<file path="config.mk">
export PLATFORM = sky130hd
export DESIGN_NAME = bufptr_ctrl
export DESIGN_NICKNAME = d
export VERILOG_FILES = /design/src/rtl/bufptr_pkg.sv /design/src/rtl/bufptr_lane.sv /design/src/rtl/bufptr_irq.sv /design/src/rtl/bufptr_ctrl.sv
export SDC_FILE = /design/constraint.sdc
export NUM_CORES = 1
export LEC_CHECK = 0
export ABC_AREA = 0
export BUFFER_PORTS_ARGS = -buffer_cell sky130_fd_sc_hd__buf_2
export CAP_MARGIN = 40
export CELL_PAD_IN_SITES_DETAIL_PLACEMENT = 2
export CELL_PAD_IN_SITES_GLOBAL_PLACEMENT = 2
export CORE_ASPECT_RATIO = 0.9
export CORE_MARGIN = 1
export CORE_UTILIZATION = 40
export DETAILED_ROUTE_END_ITERATION = 10
export PLACE_DENSITY_LB_ADDON = 0.25
export REMOVE_ABC_BUFFERS = 1
export SLEW_MARGIN = 10
export SYNTH_ARGS = -nofsm -noshare
export SYNTH_HDL_FRONTEND = slang
export SYNTH_SLANG_ARGS = --single-unit
</file>
<file path="constraint.sdc">
create_clock -name clk -period 8.68 [get_ports clk]
set_clock_uncertainty 0.1 [all_clocks]
set_input_delay 1.736 -clock clk [delete_from_list [all_inputs] [get_ports clk]]
set_output_delay 1.736 -clock clk [all_outputs]
set_load 0.1 [all_outputs]
</file>
<file path="src/rtl/bufptr_pkg.sv">
package bufptr_pkg;

  localparam int REG_AW = 4;

  localparam logic [REG_AW-1:0] RA_LEN     = 4'd0;
  localparam logic [REG_AW-1:0] RA_FMT     = 4'd1;
  localparam logic [REG_AW-1:0] RA_IN_NXT  = 4'd2;
  localparam logic [REG_AW-1:0] RA_OUT_NXT = 4'd3;
  localparam logic [REG_AW-1:0] RA_IN_CUR  = 4'd4;
  localparam logic [REG_AW-1:0] RA_OUT_CUR = 4'd5;
  localparam logic [REG_AW-1:0] RA_FLAGS   = 4'd6;
  localparam logic [REG_AW-1:0] RA_MASK    = 4'd7;
  localparam logic [REG_AW-1:0] RA_CLEAR   = 4'd8;
  localparam logic [REG_AW-1:0] RA_MASKED  = 4'd9;

  localparam int FLAG_W      = 6;
  localparam int FB_STARVE   = 0;
  localparam int FB_FCLK     = 1;
  localparam int FB_BUS      = 2;
  localparam int FB_TMO      = 3;
  localparam int FB_OUT_DONE = 4;
  localparam int FB_IN_DONE  = 5;

  localparam int DIR_IN  = 0;
  localparam int DIR_OUT = 1;
  localparam int NDIR    = 2;

endpackage

</file>
<file path="src/rtl/bufptr_lane.sv">
module bufptr_lane #(
  parameter int AW    = 32,
  parameter int LEN_W = 16,
  parameter int CH_W  = 4
) (
  input  logic             clk,
  input  logic             rst,
  input  logic             start,
  input  logic             run,
  input  logic             frame,
  input  logic             kill,
  input  logic [CH_W-1:0]  chans,
  input  logic             wide,
  input  logic [LEN_W-1:0] len,
  input  logic             nxt_we,
  input  logic [AW-1:0]    nxt_wdata,
  output logic [AW-1:0]    cur_q,
  output logic [AW-1:0]    nxt_q,
  output logic [AW-1:0]    addr_q,
  output logic             done,
  output logic             starve
);

  logic [LEN_W-1:0] cnt_q;
  logic [AW-1:0]    step;
  logic [AW-1:0]    eff_nxt;
  logic             active;
  logic             tick;
  logic             last;
  logic             fin;

  assign active  = (chans != '0);
  assign step    = wide ? (AW'(chans) + AW'(chans) + AW'(chans)) : (AW'(chans) << 1);
  assign eff_nxt = nxt_we ? nxt_wdata : nxt_q;
  assign tick    = run & frame & active & ~start;
  assign last    = (cnt_q == LEN_W'(len - 1'b1));
  assign fin     = tick & last;
  assign done    = fin & (eff_nxt != '0);
  assign starve  = fin & (eff_nxt == '0);

  always_ff @(posedge clk) begin
    if (rst || kill) begin
      cur_q  <= '0;
      nxt_q  <= '0;
      addr_q <= '0;
      cnt_q  <= '0;
    end else if (start || done) begin
      cur_q  <= eff_nxt;
      addr_q <= eff_nxt;
      nxt_q  <= '0;
      cnt_q  <= '0;
    end else begin
      if (nxt_we) nxt_q <= nxt_wdata;
      if (tick) begin
        addr_q <= addr_q + step;
        cnt_q  <= cnt_q + 1'b1;
      end
    end
  end

endmodule

</file>
<file path="src/rtl/bufptr_irq.sv">
module bufptr_irq #(
  parameter int FW = 6
) (
  input  logic          clk,
  input  logic          rst,
  input  logic [FW-1:0] set,
  input  logic          clr_we,
  input  logic [FW-1:0] clr_bits,
  input  logic          mask_we,
  input  logic [FW-1:0] mask_wdata,
  output logic [FW-1:0] flags_q,
  output logic [FW-1:0] mask_q,
  output logic          irq_q
);

  logic [FW-1:0] flags_d;
  logic [FW-1:0] mask_d;

  always_comb begin
    flags_d = (flags_q & ~(clr_we ? clr_bits : '0)) | set;
    mask_d  = mask_we ? mask_wdata : mask_q;
  end

  always_ff @(posedge clk) begin
    if (rst) begin
      flags_q <= '0;
      mask_q  <= '0;
      irq_q   <= 1'b0;
    end else begin
      flags_q <= flags_d;
      mask_q  <= mask_d;
      irq_q   <= |(flags_d & mask_d);
    end
  end

endmodule

</file>
<file path="src/rtl/bufptr_ctrl.sv">
module bufptr_ctrl
  import bufptr_pkg::*;
#(
  parameter int AW    = 32,
  parameter int DW    = 32,
  parameter int LEN_W = 16,
  parameter int CH_W  = 4
) (
  input  logic              clk,
  input  logic              rst,
  input  logic              reg_we,
  input  logic [REG_AW-1:0] reg_addr,
  input  logic [DW-1:0]     reg_wdata,
  output logic [DW-1:0]     reg_rdata,
  input  logic              frame_tick,
  input  logic              err_fclk,
  input  logic              err_bus,
  input  logic              err_timeout,
  output logic [AW-1:0]     in_addr,
  output logic [AW-1:0]     out_addr,
  output logic              running,
  output logic              irq
);

  localparam int FMT_W = 2 * CH_W + 1;

  logic [LEN_W-1:0]  len_q;
  logic [FMT_W-1:0]  fmt_q;
  logic              start;
  logic              kill;
  logic [AW-1:0]     cur_v  [NDIR];
  logic [AW-1:0]     nxt_v  [NDIR];
  logic [AW-1:0]     addr_v [NDIR];
  logic [NDIR-1:0]   done_v;
  logic [NDIR-1:0]   starve_v;
  logic [FLAG_W-1:0] flag_set;
  logic [FLAG_W-1:0] flags;
  logic [FLAG_W-1:0] mask;
  logic [DW-1:0]     rd_mux;
  logic              wr_len;

  assign wr_len  = reg_we && (reg_addr == RA_LEN);
  assign start   = wr_len && (reg_wdata[LEN_W-1:0] != '0) && (len_q == '0);
  assign kill    = |starve_v;
  assign running = (len_q != '0);

  always_ff @(posedge clk) begin
    if (rst) begin
      len_q <= '0;
      fmt_q <= '0;
    end else begin
      if (kill)        len_q <= '0;
      else if (wr_len) len_q <= reg_wdata[LEN_W-1:0];
      if (reg_we && reg_addr == RA_FMT) fmt_q <= reg_wdata[FMT_W-1:0];
    end
  end

  for (genvar d = 0; d < NDIR; d++) begin : g_lane
    localparam logic [REG_AW-1:0] NXT_RA = (d == DIR_IN) ? RA_IN_NXT : RA_OUT_NXT;
    bufptr_lane #(.AW(AW), .LEN_W(LEN_W), .CH_W(CH_W)) u_lane (
      .clk      (clk),
      .rst      (rst),
      .start    (start),
      .run      (running),
      .frame    (frame_tick),
      .kill     (kill),
      .chans    (fmt_q[d*CH_W +: CH_W]),
      .wide     (fmt_q[2*CH_W]),
      .len      (len_q),
      .nxt_we   (reg_we && reg_addr == NXT_RA),
      .nxt_wdata(reg_wdata[AW-1:0]),
      .cur_q    (cur_v[d]),
      .nxt_q    (nxt_v[d]),
      .addr_q   (addr_v[d]),
      .done     (done_v[d]),
      .starve   (starve_v[d])
    );
  end

  always_comb begin
    flag_set              = '0;
    flag_set[FB_STARVE]   = kill;
    flag_set[FB_FCLK]     = err_fclk;
    flag_set[FB_BUS]      = err_bus;
    flag_set[FB_TMO]      = err_timeout;
    flag_set[FB_OUT_DONE] = done_v[DIR_OUT];
    flag_set[FB_IN_DONE]  = done_v[DIR_IN];
  end

  bufptr_irq #(.FW(FLAG_W)) u_irq (
    .clk       (clk),
    .rst       (rst),
    .set       (flag_set),
    .clr_we    (reg_we && reg_addr == RA_CLEAR),
    .clr_bits  (reg_wdata[FLAG_W-1:0]),
    .mask_we   (reg_we && reg_addr == RA_MASK),
    .mask_wdata(reg_wdata[FLAG_W-1:0]),
    .flags_q   (flags),
    .mask_q    (mask),
    .irq_q     (irq)
  );

  always_comb begin
    case (reg_addr)
      RA_LEN:     rd_mux = DW'(len_q);
      RA_FMT:     rd_mux = DW'(fmt_q);
      RA_IN_NXT:  rd_mux = DW'(nxt_v[DIR_IN]);
      RA_OUT_NXT: rd_mux = DW'(nxt_v[DIR_OUT]);
      RA_IN_CUR:  rd_mux = DW'(cur_v[DIR_IN]);
      RA_OUT_CUR: rd_mux = DW'(cur_v[DIR_OUT]);
      RA_FLAGS:   rd_mux = DW'(flags);
      RA_MASK:    rd_mux = DW'(mask);
      RA_MASKED:  rd_mux = DW'(flags & mask);
      default:    rd_mux = '0;
    endcase
  end

  always_ff @(posedge clk) begin
    if (rst) reg_rdata <= '0;
    else     reg_rdata <= rd_mux;
  end

  assign in_addr  = addr_v[DIR_IN];
  assign out_addr = addr_v[DIR_OUT];

endmodule

</file>
-- Yosys cells after proc, flatten, opt, wreduce, memory -nomap -nowiden
Index checks and enable logic that the tools add are counted.
- logic and storage cells: 90
- input port bits: 43
- flip-flop bits (word level): 294
- output and inout port bits: 98
- equal/unequal tests: 11
- reductions and logical operators: 28
- bitwise logic cells: 17
- $add $sub $neg: 9
- mux-type cells: 11
- operator list (kind ; count):
    $pmux 32 s9 ; 1
    $mux 32 ; 8
    $add 32x32->32 ; 2
    $add 32x4->32 ; 2
    $logic_not 32->1 ; 2
    $reduce_bool 32->1 ; 2
    $add 16x1->16 const B ; 2
    $eq 16x16->1 ; 2
    $reduce_bool 16->1 ; 2
    $and 6x6->6 ; 3
    $eq 4x3->1 const B ; 4
    $logic_not 16->1 ; 1
    $sub 16x1->16 const B ; 1
    $mux 6 ; 2
    $and 1x1->1 ; 11
    $add 4x4->5 ; 2
    $eq 4x2->1 const B ; 2
    $eq 4x4->1 const B ; 2
    $logic_and 1x1->1 ; 8
    $reduce_bool 4->1 ; 2
    $not 6->6 ; 1
    $or 6x6->6 ; 1
    $reduce_or 2->1 ; 3
    $reduce_or 6->1 ; 1
    6 further kinds ; 9

-- Logic depth before layout (Yosys ltp)
- depth after elaboration: 12
- mapped depth: 16
- gate-level depth less buffers: 13

-- By module
Synthesis repeated with hierarchy kept, for this count alone.
- cell total of the unflattened synthesis: 1687
- area, all modules: 15115.7 um^2
- modules (own cells, without submodules) (module ; seq. area each (um^2) ; cells an instance ; times used ; area each (um^2)):
    bufptr_lane at g_lane[0].u_lane ; 2242.2 ; 666 ; 1 ; 5975.7
    bufptr_lane at g_lane[1].u_lane ; 2242.2 ; 627 ; 1 ; 5612.9
    bufptr_ctrl ; 1141.1 ; 344 ; 1 ; 3062.9
    bufptr_irq ; 260.2 ; 50 ; 1 ; 464.2

-- Worst setup path after synthesis
OpenSTA, ideal clock, no wires.
- kind: input to register
- start point: input port reg_addr[1]
- end point: register g_lane[0].u_lane.nxt_q[28]
- cell stages on the path: 13
- required time: 8.515 ns
- arrival time: 4.359 ns
- slack: 4.156 ns
- library setup time: 0.065 ns
- path buffers: 5
- cell sequence: clkbuf_1 nand2_1 nor3_1 and2_1 buf_2 nor3_1 a21oi_1 and3b_1 or4_1 clkbuf_2 buf_6 buf_12 nor2_4
- word-level cells in the longest chain between the ends: 11
- RTL lines (item ; RTL line ; source):
    from (decl) ; bufptr_ctrl.sv:12 ; input logic [REG_AW-1:0] reg_addr,
    branches (longest 11 deep; another with $mux 32) ; n/a ;
    to (signal assigned) ; bufptr_lane.sv:53 ; if (nxt_we) nxt_q <= nxt_wdata;
    to (decl) ; bufptr_lane.sv:18 ; output logic [AW-1:0] nxt_q,
Parallel ways; which one is timed is not known.
A chain may end at the register's enable or synchronous reset.

-- Final worst setup path
- start point: input port reg_addr[0]
- end point: register g_lane[0].u_lane.cnt_q[8]
- word-level cells in the longest chain between the ends: 11
- RTL lines (item ; RTL line ; source):
    branches (longest 11 deep; another with $mux 32) ; n/a ;
    to (signal assigned) ; bufptr_lane.sv:56 ; cnt_q <= cnt_q + 1'b1;
    to (decl) ; bufptr_lane.sv:24 ; logic [LEN_W-1:0] cnt_q;
Parallel ways; which one is timed is not known.

==> run summary <==
DRC errors left: 0
die height: 183 µm
1st-pass router iterations: 9
setup TNS: 0 ps
post-synthesis average cell area: 8.755 µm²
endpoints failing hold: 0
Core Box Area: 35460 µm²
FF-to-FF Start: len_q[0]
clock input transition at the sequential cells of the worst setup and hold paths: 60 ps
post-synth top area share: 0.4042
DR WL/cell: 28.03 µm
Finished Layout Cells: 2250
Critical Path Start: reg_addr[0]
Initial Util: 0.4106
Inst Count DP: 2191
Final Max Tran Viols: 0
Final GP Congestion: 0.8979
worst path required time: 9030 ps
post-synthesis register bit count: 294
unrepaired setup endpoints after global routing: false
Routed Wire Length: 63070 µm
Via Count: 14140
P_leak: 0.006534 µW
critical path class: input pin to flop
CTS tree: done
postcts setup bufs: 0
Sw Pwr: 808.4 µW
Buffers on Ports: 140
Die ar.: 37170 µm²
EDFF count, synth: 0
vias in the first global route: 14970
CTS hold repair buffers: 0
reg-to-reg endpoint: g_lane[0].u_lane.cur_q[13]
Worst EP arrival: 6030 ps
hold crit path type: flop to flop
crit-path max FO: 33
clk sinks: 294
Reg2Reg Depth: 11
f_max: 0.1760 GHz
Die Width: 203.1 µm
peak supply drop: 0.1236 mV
status: complete, no violations
CP Launch Type: input pin
GRT Util Overall: 0.3393
most common cell after layout, fill and taps aside: dfxtp_1
vias per inst: 6.284
Int Power: 2348 µW
Yosys warning total: 0
CTS H-tree depth: 2
main flop type after synthesis: dfxtp_1
Switching Share: 0.2561
initial antenna violation count: 2
FP Rows: 65
maximum root-to-sink buffer count: 3
CP Capture Point: g_lane[0].u_lane.cnt_q[8]
area growth from synthesis to final layout: 15.25%
Reg power frac: 0.439
Logic pwr share: 0.078
pwr dens: 188.1 nW/µm²
setup violators final: 0
R2R Setup Slk: 3030 ps
Hold Crit Start: g_lane[1].u_lane.cur_q[17]
DRT iter0 DRCs: 1182
cell taking the most area after synthesis: dfxtp_1
worst-skew pair later-pin latency: 540 ps
gr ovfl total: 0
DP HPWL: 43730 µm
final worst-path cycle share: 0.6547
worst-margin pin slew: 897.1 ps
CTS resizes: 0
most frequent cells in the layout: dfxtp_1 (294), nor2_1 (213), buf_2 (144), nand2_1 (125), a21oi_1 (85)
io pins: 141
clock power share: 0.483
Num CTS Buffers: 34
fin crit period: 5683 ps
CP endpoint kind: flop
Root Driver: clkbuf_16
register area share after synthesis: 0.4042
pin count of the biggest net entering global routing: 70
post-synth design cell area: 14560 µm²
Synth Instances: 1663
asr flop ratio synth: 0
max_slew headroom: 0.4019
Distinct cells, synth: 86
top post-synthesis cells by area: dfxtp_1 (40%), nor2_1 (5.5%), mux2i_1 (5.0%)
Tot Pwr: 3156 µW
global-route wire length before repair: 96290 µm
share of cells above drive strength 1: 0.1545
max cap viols: 0
remaining antenna violation count: 0
nets@finish: 1833
[critical path: stages]
cell and delay (ps):
buf_2 190, nand2_1 120, nor3_2 120, buf_4 460
and2_1 210, buf_4 330, nor3_1 110, a21oi_1 600
and3b_1 330, or4_2 1100, buf_4 460, nor2b_1 190
[power groups by stage]
stage,registers [µW],logic (µW),clock network (µW)
global route,1390,257,1580
detailed placement,1420,238,0
finish,1390,246,1520
global placement,1410,229,0
CTS,1390,242,1530
floorplan,1440,115,0
[worst min path at each step]
| stage | cells past startpoint | end | slack, ps |
|---|---|---|---|
| after global placement | 2 | g_lane[1].u_lane.cur_q[17] | 370 |
| after global routing | 2 | g_lane[1].u_lane.cur_q[17] | 410 |
| final | 2 | g_lane[1].u_lane.cur_q[17] | 390 |
| after CTS | 2 | g_lane[1].u_lane.cur_q[17] | 380 |
| after floorplan | 2 | u_irq.mask_q[4] | 350 |
| after detailed placement | 2 | g_lane[1].u_lane.cur_q[17] | 380 |
[sequential cells by signal, indices dropped and copies added (netlist names)]
signal and cells:
g_lane.u_lane.addr_q 64, g_lane.u_lane.cur_q 64, g_lane.u_lane.nxt_q 64, g_lane.u_lane.cnt_q 32, reg_rdata 32, len_q 16, fmt_q 9, u_irq.flags_q 6
u_irq.mask_q 6, u_irq.irq_q 1
[cell type report]
type                            count  area, µm²
Sequential cell                   294       5886
Inverter                           29      108.9
Tap cell                          469      586.8
Multi-Input combinational cell   1231       8122
Fill cell                        3886      18680
Antenna cell                        1      2.502
Timing Repair Buffer              168      915.9
Clock inverter                      7      113.9
Clock buffer                       51       1046
[synth_stat cells (7+ instances only)]
cell type	count
a21o_1	14
xor2_1	50
nor2_4	10
or3_1	7
a211oi_1	64
a21oi_1	85
and3_1	18
nor2_1	215
nor2b_1	42
nand4_1	32
buf_2	28
mux2i_1	73
o22ai_1	30
a31oi_1	14
dfxtp_1	294
inv_1	29
and2_1	13
nor3_1	64
nand3_1	44
nand2_1	125
nor4_1	36
o21ai_0	20
clkbuf_1	65
a222oi_1	11
xnor2_1	64
buf_1	7
ha_1	28
a22oi_1	59
[logic make-up (layout without fill, tap and decap cells)]
logic type,count (synthesis),count (layout),share of synthesized area
compound gates,345,345,0.1626
fa+ha+maj,32,32,0.02956
mux,77,77,0.05328
buf+inv,138,255,0.04228
simple gates,657,657,0.2301
xor+xnor,120,120,0.07794
other cells,0,1,0
flops,294,294,0.4042
[metrics by stage]
step	cell area, µm²	worst slack [ps]	util	hold slack (ps)
3_5_place_dp	15620	2622	0.4405	375.8
3_3_place_gp	15570	2885	0.4391	365.2
5_1_grt	16780	2784	0.4732	406.9
4_1_cts	16780	3118	0.4732	384.9
2_1_floorplan	14050	1048	-	347.3
6_report	16780	2997	0.4733	385.5
[layer usage]
metal	GRT usage	vias to the layer above	wire length, µm
met1	0.4589	7280	28030
met3	0.05775	132	4191
met2	0.5473	538	29050
li1	-	6187	-
met4	0.1128	2	1788
met5	0	-	13
(Power assumes the default switching activity.)
